### src/rtl/dram_seq_pkg.sv
package dram_seq_pkg;

    typedef enum logic [2:0] {
        ST_IDLE,
        ST_SETUP,
        ST_ROW_WAIT,
        ST_COL_WAIT,
        ST_PRECHARGE
    } seq_state_t;

    function automatic int max2(input int a, input int b);
        return (a > b) ? a : b;
    endfunction

endpackage

### src/rtl/dram_seq_timer.sv
module dram_seq_timer #(
    parameter int CNT_W = 4
) (
    input  logic             clk,
    input  logic             rst_n,
    input  logic             load,
    input  logic [CNT_W-1:0] load_val,
    output logic             expired
);

    logic [CNT_W-1:0] cnt_q;

    always_ff @(posedge clk or negedge rst_n) begin
        if (!rst_n) begin
            cnt_q <= '0;
        end else if (load) begin
            cnt_q <= load_val;
        end else if (cnt_q != '0) begin
            cnt_q <= cnt_q - 1'b1;
        end
    end

    assign expired = (cnt_q == '0);

endmodule

### src/rtl/dram_seq_pinmux.sv
module dram_seq_pinmux #(
    parameter int ROW_W = 4,
    parameter int COL_W = 4,
    parameter int PIN_W = 4
) (
    input  logic [ROW_W-1:0] row,
    input  logic [COL_W-1:0] col,
    input  logic             col_sel,
    output logic [PIN_W-1:0] pins
);

    logic [PIN_W-1:0] row_ext;
    logic [PIN_W-1:0] col_ext;

    generate
        if (ROW_W == PIN_W) begin : g_row_full
            assign row_ext = row;
        end else begin : g_row_pad
            assign row_ext = {{(PIN_W-ROW_W){1'b0}}, row};
        end
        if (COL_W == PIN_W) begin : g_col_full
            assign col_ext = col;
        end else begin : g_col_pad
            assign col_ext = {{(PIN_W-COL_W){1'b0}}, col};
        end
    endgenerate

    assign pins = col_sel ? col_ext : row_ext;

endmodule

### src/rtl/dram_seq.sv
module dram_seq
    import dram_seq_pkg::*;
#(
    parameter int ROW_W  = 4,
    parameter int COL_W  = 4,
    parameter int DATA_W = 8,
    parameter int T_RCD  = 2,
    parameter int T_RAS  = 6,
    parameter int T_CAS  = 3,
    parameter int T_RAC  = 5,
    parameter int T_CAC  = 3,
    parameter int T_RP   = 3,
    parameter int T_RC   = 11
) (
    input  logic                                clk,
    input  logic                                rst_n,
    input  logic                                req_valid,
    input  logic                                req_write,
    input  logic [ROW_W+COL_W-1:0]              req_addr,
    input  logic [DATA_W-1:0]                   req_wdata,
    output logic                                req_ready,
    output logic                                rsp_valid,
    output logic [DATA_W-1:0]                   rsp_rdata,
    output logic [((ROW_W > COL_W) ? ROW_W : COL_W)-1:0] dram_a,
    output logic                                dram_ras_n,
    output logic                                dram_cas_n,
    output logic                                dram_we_n,
    output logic [DATA_W-1:0]                   dram_din,
    input  logic [DATA_W-1:0]                   dram_dout
);

    localparam int AW      = ROW_W + COL_W;
    localparam int PIN_W   = max2(ROW_W, COL_W);
    localparam int COL_CYC = max2(max2(T_CAS, T_CAC), max2(max2(T_RAS - T_RCD, T_RAC - T_RCD), 1));
    localparam int PRE_CYC = max2(max2(T_RP, T_RC - T_RCD - COL_CYC - 2), 1);
    localparam int CNT_W   = $clog2(max2(max2(T_RCD, COL_CYC), PRE_CYC)) + 1;
    localparam int MON_W   = $clog2(T_RC + T_RAS + T_RP + 4) + 1;

    seq_state_t        state_q, state_d;
    logic              wr_q;
    logic [AW-1:0]     addr_q;
    logic [DATA_W-1:0] wdata_q;
    logic [DATA_W-1:0] rdata_q;
    logic              rsp_q;
    logic              tmr_load;
    logic [CNT_W-1:0]  tmr_val;
    logic              tmr_done;
    logic              col_sel;
    logic              accept;

    assign accept = (state_q == ST_IDLE) && req_valid;

    // State register
    always_ff @(posedge clk or negedge rst_n) begin
        if (!rst_n) begin
            state_q <= ST_IDLE;
        end else begin
            state_q <= state_d;
        end
    end

    // Next state and timer load on every timed entry
    always_comb begin
        state_d  = state_q;
        tmr_load = 1'b0;
        tmr_val  = '0;
        unique case (state_q)
            ST_IDLE: begin
                if (req_valid) state_d = ST_SETUP;
            end
            ST_SETUP: begin
                state_d  = ST_ROW_WAIT;
                tmr_load = 1'b1;
                tmr_val  = CNT_W'(T_RCD - 1);
            end
            ST_ROW_WAIT: begin
                if (tmr_done) begin
                    state_d  = ST_COL_WAIT;
                    tmr_load = 1'b1;
                    tmr_val  = CNT_W'(COL_CYC - 1);
                end
            end
            ST_COL_WAIT: begin
                if (tmr_done) begin
                    state_d  = ST_PRECHARGE;
                    tmr_load = 1'b1;
                    tmr_val  = CNT_W'(PRE_CYC - 1);
                end
            end
            ST_PRECHARGE: begin
                if (tmr_done) state_d = ST_IDLE;
            end
            default: state_d = ST_IDLE;
        endcase
    end

    // Request capture and read-data sampling
    always_ff @(posedge clk or negedge rst_n) begin
        if (!rst_n) begin
            wr_q    <= 1'b0;
            addr_q  <= '0;
            wdata_q <= '0;
            rdata_q <= '0;
            rsp_q   <= 1'b0;
        end else begin
            if (accept) begin
                wr_q    <= req_write;
                addr_q  <= req_addr;
                wdata_q <= req_wdata;
            end
            rsp_q <= (state_q == ST_COL_WAIT) && tmr_done && !wr_q;
            if ((state_q == ST_COL_WAIT) && tmr_done && !wr_q) begin
                rdata_q <= dram_dout;
            end
        end
    end

    dram_seq_timer #(.CNT_W(CNT_W)) timer_i (
        .clk      (clk),
        .rst_n    (rst_n),
        .load     (tmr_load),
        .load_val (tmr_val),
        .expired  (tmr_done)
    );

    // Column goes on the pins one cycle before the column strobe falls
    assign col_sel = (state_q == ST_COL_WAIT) || ((state_q == ST_ROW_WAIT) && tmr_done);

    dram_seq_pinmux #(.ROW_W(ROW_W), .COL_W(COL_W), .PIN_W(PIN_W)) pinmux_i (
        .row     (addr_q[AW-1:COL_W]),
        .col     (addr_q[COL_W-1:0]),
        .col_sel (col_sel),
        .pins    (dram_a)
    );

    // Outputs decoded from state
    always_comb begin
        req_ready  = (state_q == ST_IDLE);
        dram_ras_n = !((state_q == ST_ROW_WAIT) || (state_q == ST_COL_WAIT));
        dram_cas_n = !(state_q == ST_COL_WAIT);
        dram_we_n  = !(wr_q && (state_q != ST_IDLE));
        dram_din   = wdata_q;
        rsp_valid  = rsp_q;
        rsp_rdata  = rdata_q;
    end

    // Strobe interval monitors, saturating
    logic [MON_W-1:0] ras_lo_cnt, ras_hi_cnt, cas_lo_cnt;

    always_ff @(posedge clk or negedge rst_n) begin
        if (!rst_n) begin
            ras_lo_cnt <= '0;
            ras_hi_cnt <= '1;
            cas_lo_cnt <= '0;
        end else begin
            if (dram_ras_n) begin
                ras_lo_cnt <= '0;
                if (ras_hi_cnt != '1) ras_hi_cnt <= ras_hi_cnt + 1'b1;
            end else begin
                ras_hi_cnt <= '0;
                if (ras_lo_cnt != '1) ras_lo_cnt <= ras_lo_cnt + 1'b1;
            end
            if (dram_cas_n) begin
                cas_lo_cnt <= '0;
            end else if (cas_lo_cnt != '1) begin
                cas_lo_cnt <= cas_lo_cnt + 1'b1;
            end
        end
    end

    AST_RCD_MET: assert property (@(posedge clk) disable iff (!rst_n)
        $fell(dram_cas_n) |-> (ras_lo_cnt >= MON_W'(T_RCD)));
    AST_RAS_WIDTH: assert property (@(posedge clk) disable iff (!rst_n)
        $rose(dram_ras_n) |-> (ras_lo_cnt >= MON_W'(T_RAS)));
    AST_CAS_WIDTH: assert property (@(posedge clk) disable iff (!rst_n)
        $rose(dram_cas_n) |-> (cas_lo_cnt >= MON_W'(T_CAS)));
    AST_PRECHARGE: assert property (@(posedge clk) disable iff (!rst_n)
        $fell(dram_ras_n) |-> (ras_hi_cnt >= MON_W'(T_RP)));
    AST_WE_SETTLED: assert property (@(posedge clk) disable iff (!rst_n)
        $fell(dram_cas_n) |-> $stable(dram_we_n));
    AST_BUSY_NOT_READY: assert property (@(posedge clk) disable iff (!rst_n)
        !dram_ras_n |-> !req_ready);
    AST_RSP_READ_ONLY: assert property (@(posedge clk) disable iff (!rst_n)
        rsp_valid |-> dram_we_n);

endmodule

### config.mk
export PLATFORM = sky130hd
export DESIGN_NAME = dram_seq
export DESIGN_NICKNAME = d
export VERILOG_FILES = /design/src/rtl/dram_seq_pkg.sv /design/src/rtl/dram_seq_timer.sv /design/src/rtl/dram_seq_pinmux.sv /design/src/rtl/dram_seq.sv
export SDC_FILE = /design/constraint.sdc
export NUM_CORES = 1
export LEC_CHECK = 0
export BUFFER_PORTS_ARGS = -buffer_cell sky130_fd_sc_hd__buf_4
export CORE_MARGIN = 8
export CORE_UTILIZATION = 27
export DETAILED_ROUTE_END_ITERATION = 6
export GPL_TIMING_DRIVEN = 0
export MAX_ROUTING_LAYER = met4
export PLACE_DENSITY_LB_ADDON = 0.3
export SYNTH_ARGS = -nofsm -noshare
export SYNTH_HDL_FRONTEND = slang
export SYNTH_SLANG_ARGS = --single-unit
export TNS_END_PERCENT = 10
### constraint.sdc
create_clock -name clk -period 1.85 [get_ports clk]
set_input_delay 0.185 -clock clk [delete_from_list [all_inputs] [get_ports clk]]
set_output_delay 0.185 -clock clk [all_outputs]
set_load 0.01 [all_outputs]
Word level (Yosys, flattened, before mapping). Index checks and enable logic that the tools add are counted.

Multipliers: 0. Bitwise logic cells: 0. Shifts and indexed selects: 0. Equality and inequality tests: 8. $lt $le $gt $ge: 0. Mux-type cells: 13. Add/sub/neg operators: 1. Div/mod/pow operators: 0. Reduce and logical (&&, ||, !) cells: 18.

Operators by type and width (number): $mux 3 (6); $pmux 3 s5 (1); $ne 2x2->1 const B (4); $eq 3x2->1 const B (2); $logic_not 3->1 (2); $pmux 2 s3 (1); $reduce_bool 3->1 (2); $logic_and 1x1->1 (5); $logic_not 1->1 (4); $mux 2 (2); $mux 4 (1); $reduce_and 4->1 (1); $eq 3x1->1 const B (1); $eq 3x3->1 const B (1); $sub 3x1->3 const B (1); $logic_or 1x1->1 (2); $pmux 1 s2 (1); $reduce_bool 2->1 (1); $reduce_or 2->1 (1); $mux 1 (1).

Logic and storage cells: 47. Bits in latches: 0. Memories: 0. Register bits after elaboration: 32. Bits in writable memories: 0. Bits of input ports: 28. ROM bits: 0.

Logic depth before layout (Yosys ltp). Gate-level depths: netlist of the first run.

Depth after elaboration: 4. Gate-level depth with buffers: 7.

Hierarchy. A second synthesis of the first run with hierarchy kept.

Cells, all modules: 107. Area total of the unflattened synthesis: 1447.6 µm².

By module, submodules not included: dram_seq (cells each 82, instances 1, seq. area each 725.7 µm², area an instance 1202.4 µm²); dram_seq_timer (cells each 21, instances 1, seq. area each 75.1 µm², area an instance 200.2 µm²); dram_seq_pinmux (cells each 4, instances 1, seq. area each 0.0 µm², area an instance 45.0 µm²).

Least setup slack after synthesis of the first run. OpenSTA, ideal clock, no wires.

Path kind: reg-to-reg. Start point: register timer_i.cnt_q[0]. End point: register rdata_q[0], in the netlist rsp_rdata[0]. Cell stages (with the launch flop): 8. Period minus slack after synthesis: 1.730 ns. Path slack: 0.120 ns. Path buffers: 1. Data required time: 1.725 ns. Arrival: 1.606 ns. Cells stage by stage: dfrtp_1 > inv_1 > ha_1 > ha_1 > buf_2 > nand2_1 > nor3_4 > mux2_2.

Cells in the longest elaborated chain, start to end: 3.

RTL lines: start: declaration (RTL line dram_seq_timer.sv:11) `logic [CNT_W-1:0] cnt_q;`; start signal: assignment (RTL line dram_seq_timer.sv:17) `cnt_q <= load_val;`; start signal: assignment (RTL line dram_seq_timer.sv:19) `cnt_q <= cnt_q - 1'b1;`; $logic_not 3->1 (RTL line dram_seq_timer.sv:23) `assign expired = (cnt_q == '0);`; $logic_and 1x1->1 (2 in series) (RTL line dram_seq.sv:112) `if ((state_q == ST_COL_WAIT) && tmr_done && !wr_q) begin`; end signal: assignment (RTL line dram_seq.sv:113) `rdata_q <= dram_dout;`; end: declaration (RTL line dram_seq.sv:43) `logic [DATA_W-1:0] rdata_q;`.

No other way between the ends. A chain may end at the register's enable or synchronous reset.

Final worst setup path of the first run.
Start point: register timer_i.cnt_q[1]. End point: output dram_a[0] (netlist name).

Cells in the longest elaborated chain, start to end: 4.

RTL lines: $logic_not 3->1 (RTL line dram_seq_timer.sv:23); $logic_and 1x1->1 (RTL line dram_seq.sv:127) `assign col_sel = (state_q == ST_COL_WAIT) || ((state_q == ST_ROW_WAIT) && tmr_done);`; $logic_or 1x1->1 (RTL line dram_seq.sv:127); $mux 4 (RTL line dram_seq_pinmux.sv:28) `assign pins = col_sel ? col_ext : row_ext;`; end: declaration (RTL line dram_seq.sv:24) `output logic [((ROW_W > COL_W) ? ROW_W : COL_W)-1:0] dram_a,`.

No other way between the ends.

==> run metrics, run 1 <==
dpl ws -0.158 ns; vias in the first global route ~1.1k; post-synthesis cell count ~100; Crit path largest cell delay around 0.38 ns; # rows 26; critical path startpoint category register; via count 1040; DR vias/cell approximately 4.4; worst hold stages 2; clk_skew about 0.0048 ns; CORE AREA a little over 5000 µm²; syn avg cell area between 10 and 15 µm²; #FFs+latches synth 32; PortBufs 52; Antenna Nets Post-Route 0; internal cell power ~0.0025 W; Seq pwr share 0.329; YS warnings 0; Cell Count, Final, Fillers Out around 240; Initial DRC Count 34; CTS buffer count 5; nets@finish ~200; Placer Congestion between 0.7 and 0.8; dominant cell type by area after synthesis dfrtp_1; count leader, synth dfrtp_1; WL per Instance 14.5 µm; antenna cells 0; WL final 3440 µm; synthesized area 1420 µm²; measured slew at the worst slew-check pin approximately 0.62 ns; DR pass1 iterations 4; Worst Path Arrival between 1.5 and 2 ns; RSZ-0062 raised after global routing yes; DIE WIDTH around 90 µm; share of cells above drive strength 1 0.637; sw power around 0.0013 W; post-route setup TNS -0.128 ns; Seq/Total Area, Yosys 0.563; GRT Util Overall 0.0920; Slowest-stage cell, CP dfrtp_1; Clk pwr share 0.147; slew margin rel. 0.582; sw frac 0.338; clock sink count 32; global-route congestion overflow total 0; Yosys top cell area share 0.563; worst setup path category register to output pin; top post-synthesis cells by area dfrtp_1 56%, mux2_2 23%, nor2_1 2.4%, buf_6 2.4%, ha_1 1.8%; initial antenna violation count 0; Cell Chain, Critical Path inv_2 > ha_4 > ha_4 > nor2_4 > nor2_4 > mux2_4 > buf_6; die area a little under 8000 µm²; final setup vio count 4; fin crit share 1.02; H-tree depth 2; pin count of the biggest net entering global routing 33; CTS tree done; Worst setup EP type output pin; most common flop cell mapped by yosys dfrtp_1; Yosys cell types 24; Skew-Pair Late Insertion Delay about 0.28 ns; CTS max path bufs 2; WP data required approximately 1.7 ns; Placed Cells about 230; IO Pins 53; FFs w/ async S/R, synth 1.00; Peak VDD IR about 540 µV; FF-to-FF path depth 8; top cells by count, synth 32 x dfrtp_1, 29 x mux2_2, 9 x nor2_1; final hold violations 0; first-pass GRT wire length around 5400 µm; Fmax achieved ~530 MHz; post-DP HPWL between 2000 and 3000 µm; Critical Path Fanout Max 4; setup ws final -0.0382 ns; Die Ht a little under 90 µm; combinational share of power 0.525; fin. max-slew vios 0; Initial Util 0.278; number of remaining DRC errors 0; status finished, violations left; HP Class input port to register; Leak ~1 nW; pwr/cell area 1750 nW/µm²; max cap viols 0; final hold slack ~0.13 ns; root buffer cell clkbuf_8; number of synthesized flops with an enable pin 0; Final Critical Period between 1.5 and 2 ns; Syn Nets roughly 130; Area growth syn-to-layout 49.7%; Clock Pin Slew Worst Setup and Hold Paths ~0.07 ns; violated checks setup timing
[final cells by class]
cell class | count | area [µm²]
tap | 70 | 87.6
clock buffer | 6 | 82.6
clock inverter | 2 | 10.0
buffer | 4 | 41.3
timing repair buffer | 58 | 465
multi-input combinational | 61 | 622
sequential | 32 | 801
fill | 475 | 2980
inverter | 5 | 18.8
[power by group through the flow]
stage / registers [W] / clock network [W] / logic [W]
after floorplan: 0.00128 / 0 / 0.000895
final: 0.00122 / 0.000546 / 0.00195
after detailed placement: 0.00123 / 0 / 0.00167
after global placement: 0.00121 / 0 / 0.00161
after CTS: 0.00122 / 0.000577 / 0.00183
after global routing: 0.00127 / 0.000607 / 0.00211
[registers in the layout, indices dropped and copies added, names as in the netlist]
register and cells:
timer_i.cnt_q 3, addr_q 8, rsp_rdata 8, dram_din 8
state_q 3, wr_q 1, rsp_valid 1
[worst paths after layout]
check | slack (ns) | end | start
max | -0.04 | dram_a[0] | timer_i.cnt_q[1]
min | 0.13 | addr_q[5] | req_addr[5]
max reg2reg | 0.02 | rsp_rdata[5] | timer_i.cnt_q[1]
min reg2reg | 0.51 | addr_q[5] | addr_q[5]
max in group asynchronous | 1.17 | rsp_rdata[1] | rst_n
min in group asynchronous | 0.39 | rsp_rdata[7] | rst_n
[layer usage]
layer | up-vias | track usage | wire, µm
li1 | 486 | - | -
met1 | 520 | 0.0907 | 1300
met2 | 28 | 0.160 | 1910
met3 | 6 | 0.0269 | 153
met4 | 0 | 0.0507 | 76
met5 | - | - | 0
[worst max-delay path, delay by kind of cell (launching register included)]
family | cells | cell delay [ns]
buffers and inverters | 2 | 0.19
adders and majority gates | 2 | 0.28
muxes | 1 | 0.33
DFF | 1 | 0.38
and+or+nand+nor | 2 | 0.23
[repair_timing]
item / in CTS / in global routing
pin swaps: 2 / 5
hold buffers: 1 / 0
buffers inserted: 3 / 2
hold endpoints to repair: 32 / 0
setup endpoints to repair: 13 / 22
resized for setup: 9 / 14
[cells by family after synthesis]
group / after synthesis / synth area share
xor+xnor: 1 / 0.00616
simple gates: 21 / 0.0977
buf+inv: 10 / 0.0458
fa+ha+maj: 2 / 0.0176
mux: 30 / 0.237
flops: 32 / 0.563
compound gates: 7 / 0.0326
[metrics by stage]
step           area [µm²]  power [W]   util
6_report             2130    0.00372  0.417
5_1_grt              2130    0.00398  0.417
4_1_cts              2060    0.00363  0.402
3_5_place_dp         1900    0.00290  0.372
3_3_place_gp         1900    0.00282  0.372
2_1_floorplan        1420    0.00217      -
[cells in the final DEF, fill, tap and decap left out]
cell           count
buf_6              7
o221ai_1           1
nand2_1            1
buf_4             53
nand2b_4           1
dfrtp_1           32
nor3_1             2
xor2_1             1
dlygate4sd3_1      1
nor2_4             2
clkinv_2           2
nand2b_1           2
nor4b_4            1
o21ai_0            2
o21a_1             1
buf_12             1
nor2_1             7
mux2_2            22
nor3_4             1
inv_1              3
a21oi_1            2
nor3b_1            1
inv_2              2
nand3b_1           1
clkbuf_8           6
ha_4               2
a222oi_1           1
nand3_1            2
mux2i_1            1
mux2_4             7
(Power assumes the default switching activity.)
==> run 2, diff against run 1 <==
--- a/config.mk
+++ b/config.mk
@@ -5,6 +5,7 @@
 export SDC_FILE = /design/constraint.sdc
 export NUM_CORES = 1
 export LEC_CHECK = 0
+export ABC_AREA = 1
 export BUFFER_PORTS_ARGS = -buffer_cell sky130_fd_sc_hd__buf_4
 export CORE_MARGIN = 8
 export CORE_UTILIZATION = 27
@@ -12,6 +13,7 @@
 export GPL_TIMING_DRIVEN = 0
 export MAX_ROUTING_LAYER = met4
 export PLACE_DENSITY_LB_ADDON = 0.3
+export REMOVE_ABC_BUFFERS = 1
 export SYNTH_ARGS = -nofsm -noshare
 export SYNTH_HDL_FRONTEND = slang
 export SYNTH_SLANG_ARGS = --single-unit
==> run 2 against run 1 <==
The run now ends clean. Wire length up 6.8%. First-iteration DRC count up 62%. Combinational power shrank 5%. Clock power up 19%. Setup slack improved by 0.17 ns. Critical path depth fell by 1. Maximum frequency is 9.6% higher. Sequential share of layout area fell by 0.41 points. Sequential power increased by 5%. Critical endpoint is now dram_a[3].
==> run metrics, run 2 <==
status finished clean; post-synthesis cell count 177 (+72%); CTS buffer count 5 (unchanged); Leak 1.13 nW (+12%); pin count of the biggest net entering global routing 33 (unchanged); CTS max path bufs 2 (unchanged); WP data required 1.66 ns (about the same); WL final 3680 µm (+6.8%); Post-DP Area 1990 µm² (+4.7%); Die Ht 92.7 µm (+4.6%); DIE WIDTH 92.7 µm (+4.6%); Yosys cell types 23 (-4.2%); RSZ-0062 raised after global routing no; Skew-Pair Late Insertion Delay 0.28 ns (about the same); Slowest-stage cell, CP dfrtp_1; Final Critical Period 1.72 ns (-0.165 ns); Placer Congestion 0.778 (-2.2%); Seq/Total Area, Yosys 0.505 (-0.0586); most common flop cell mapped by yosys dfrtp_1; post-DP HPWL 2590 µm (+0.82%); FFs w/ async S/R, synth 1.00 (unchanged); Peak VDD IR 673 µV (+24%); DR pass1 iterations 4 (unchanged); Fmax achieved 580 MHz (+9.6%); max cap viols 0 (unchanged); CORE AREA 5820 µm² (+14%); antenna cells 0 (unchanged); worst setup path category register to output pin; Clock Pin Slew Worst Setup and Hold Paths 0.06 ns (about the same); vias in the first global route 1367 (+19%); count leader, synth nand2_1; Initial Util 0.273 (-0.00549); Worst setup EP type output pin; post-route setup TNS 0 ns (+0.128 ns); top post-synthesis cells by area dfrtp_1 50%, nand2_1 13%, o21ai_2 6.1%, o21ai_0 6.0%, inv_1 5.2%; number of remaining DRC errors 0 (unchanged); Antenna Nets Post-Route 0 (unchanged); GRT Util Overall 0.0940 (+0.00201); total power 0.00379 W (+1.8%); Crit path largest cell delay 0.44 ns (+0.06 ns); critical path startpoint category register; Cell Chain, Critical Path inv_4 > nand3_1 > nand2_4 > nand2_1 > o21ai_0 > buf_4; most frequent cells in the layout 54 x nand2_1, 53 x buf_4, 30 x dfrtp_1, 20 x inv_1, 18 x o21ai_0; final setup vio count 0 (-4); syn avg cell area 8.96 µm² (-35%); clk_skew 0.00465 ns (-0.000135 ns); first-pass GRT wire length 6330 µm (+18%); root buffer cell clkbuf_8; initial antenna violation count 0 (unchanged); YS warnings 0 (unchanged); fin. max-slew vios 0 (unchanged); clock sink count 32 (unchanged); via count 1285 (+24%); share of cells above drive strength 1 0.381 (-0.256); Yosys top cell area share 0.505 (-0.0586); global-route congestion overflow total 0 (unchanged); setup ws final 0.127 ns (+0.165 ns); Initial DRC Count 55 (+62%); number of synthesized flops with an enable pin 0 (unchanged); dpl ws 0.0956 ns (+0.254 ns); nets@finish 260 (+32%); Critical Path Fanout Max 8 (+4); DR vias/cell 4.20 (-3.9%); CTS tree done; #FFs+latches synth 32 (unchanged); H-tree depth 2 (unchanged); HP Class input port to register; most common cell after layout, fill and taps aside nand2_1; post-route design area 2160 µm² (+1.4%); pwr/cell area 1760 nW/µm² (+0.37%); WL per Instance 12.0 µm (-17%); # rows 28 (+7.7%); measured slew at the worst slew-check pin 0.538 ns (-0.0861 ns); die area 8580 µm² (+9.5%); Worst Path Arrival 1.54 ns (-0.16 ns); top cells by count, synth 54 x nand2_1, 32 x dfrtp_1, 22 x inv_1; final hold violations 0 (unchanged); synthesized area 1590 µm² (+12%); slew margin rel. 0.641 (+0.0588); fin crit share 0.931 (-0.0893); PortBufs 52 (unchanged); post-layout util 0.371 (-0.0456); dominant cell type by area after synthesis dfrtp_1; Area growth syn-to-layout 36.0%; IO Pins 53 (unchanged)
-- run 2: changes by cell type after synthesis, moves of 3 or more --
cell	previous run	this run
mux2_2	29	0
o21ai_0	2	19
o21ai_2	0	11
nand2_1	1	54
nor2_1	9	6
nand2_4	0	3
inv_1	5	22
nand3_1	2	8
-- run 2: worst max-delay path: cells and delay by family (launching register included) --
kind            cells  cell delay [ns]
flops               1             0.44
buf+inv             2             0.30
simple gates        3             0.43
compound gates      1             0.08
-- run 2: path summary, 6_finish.rpt --
path	startpoint	end	slack, ns	cells past startpoint
max	state_q[2]	dram_a[3]	0.13	6
min	req_wdata[5]	dram_din[5]	0.11	3
max reg2reg	timer_i.cnt_q[0]	rsp_rdata[1]	0.25	9
min reg2reg	rsp_rdata[4]	rsp_rdata[4]	0.48	2
max in group asynchronous	rst_n	state_q[1]	1.14	2
min in group asynchronous	rst_n	rsp_rdata[4]	0.39	2
-- run 2: cell families after synthesis --
kind of cell             count (synthesis)  share of synthesized area
AO/OA/AOI/OAI                           34                      0.136
buffers and inverters                   32                      0.110
AND/OR/NAND/NOR                         77                      0.233
flip-flops                              32                      0.505
adder cells (fa/ha/maj)                  2                     0.0158
-- run 2: layout make-up --
| class | instances | area [µm²] |
|---|---|---|
| well taps | 75 | 93.8 |
| inverters | 24 | 92.6 |
| multi-input cells | 113 | 653 |
| clock inverters | 2 | 35.0 |
| clock buffers | 6 | 72.6 |
| fillers | 650 | 3660 |
| repair buffers | 54 | 408 |
| flip-flops and latches | 32 | 803 |
-- run 2: timing repair --
action	CTS	global route
pin swaps	2	2
hold buffers	1	0
cloned	0	0
setup endpoints to repair	4	4
resized for setup	6	6
hold endpoints to repair	32	0
buffers inserted	1	0
-- run 2: power breakdown --
group	internal, W	total [W]	switching [W]
logic	0.000849	0.00186	0.00101
registers	0.00104	0.00128	0.000238
clock network	0.000399	0.000648	0.000249
total	0.00229	0.00379	0.00150
-- run 2: metal layers --
layer,part of all wire,global-route usage,wire (µm)
met5,0,-,0
met4,0.00082,0.0362,3
met3,0.038,0.0283,139
met2,0.52,0.154,1920
met1,0.44,0.105,1610
-- run 2: per-stage QoR --
step	std cells	hold slack, ns
6_report	306	0.107
5_1_grt	306	0.101
4_1_cts	306	0.0970
3_5_place_dp	296	0.163
3_3_place_gp	296	0.164
2_1_floorplan	169	-0.111
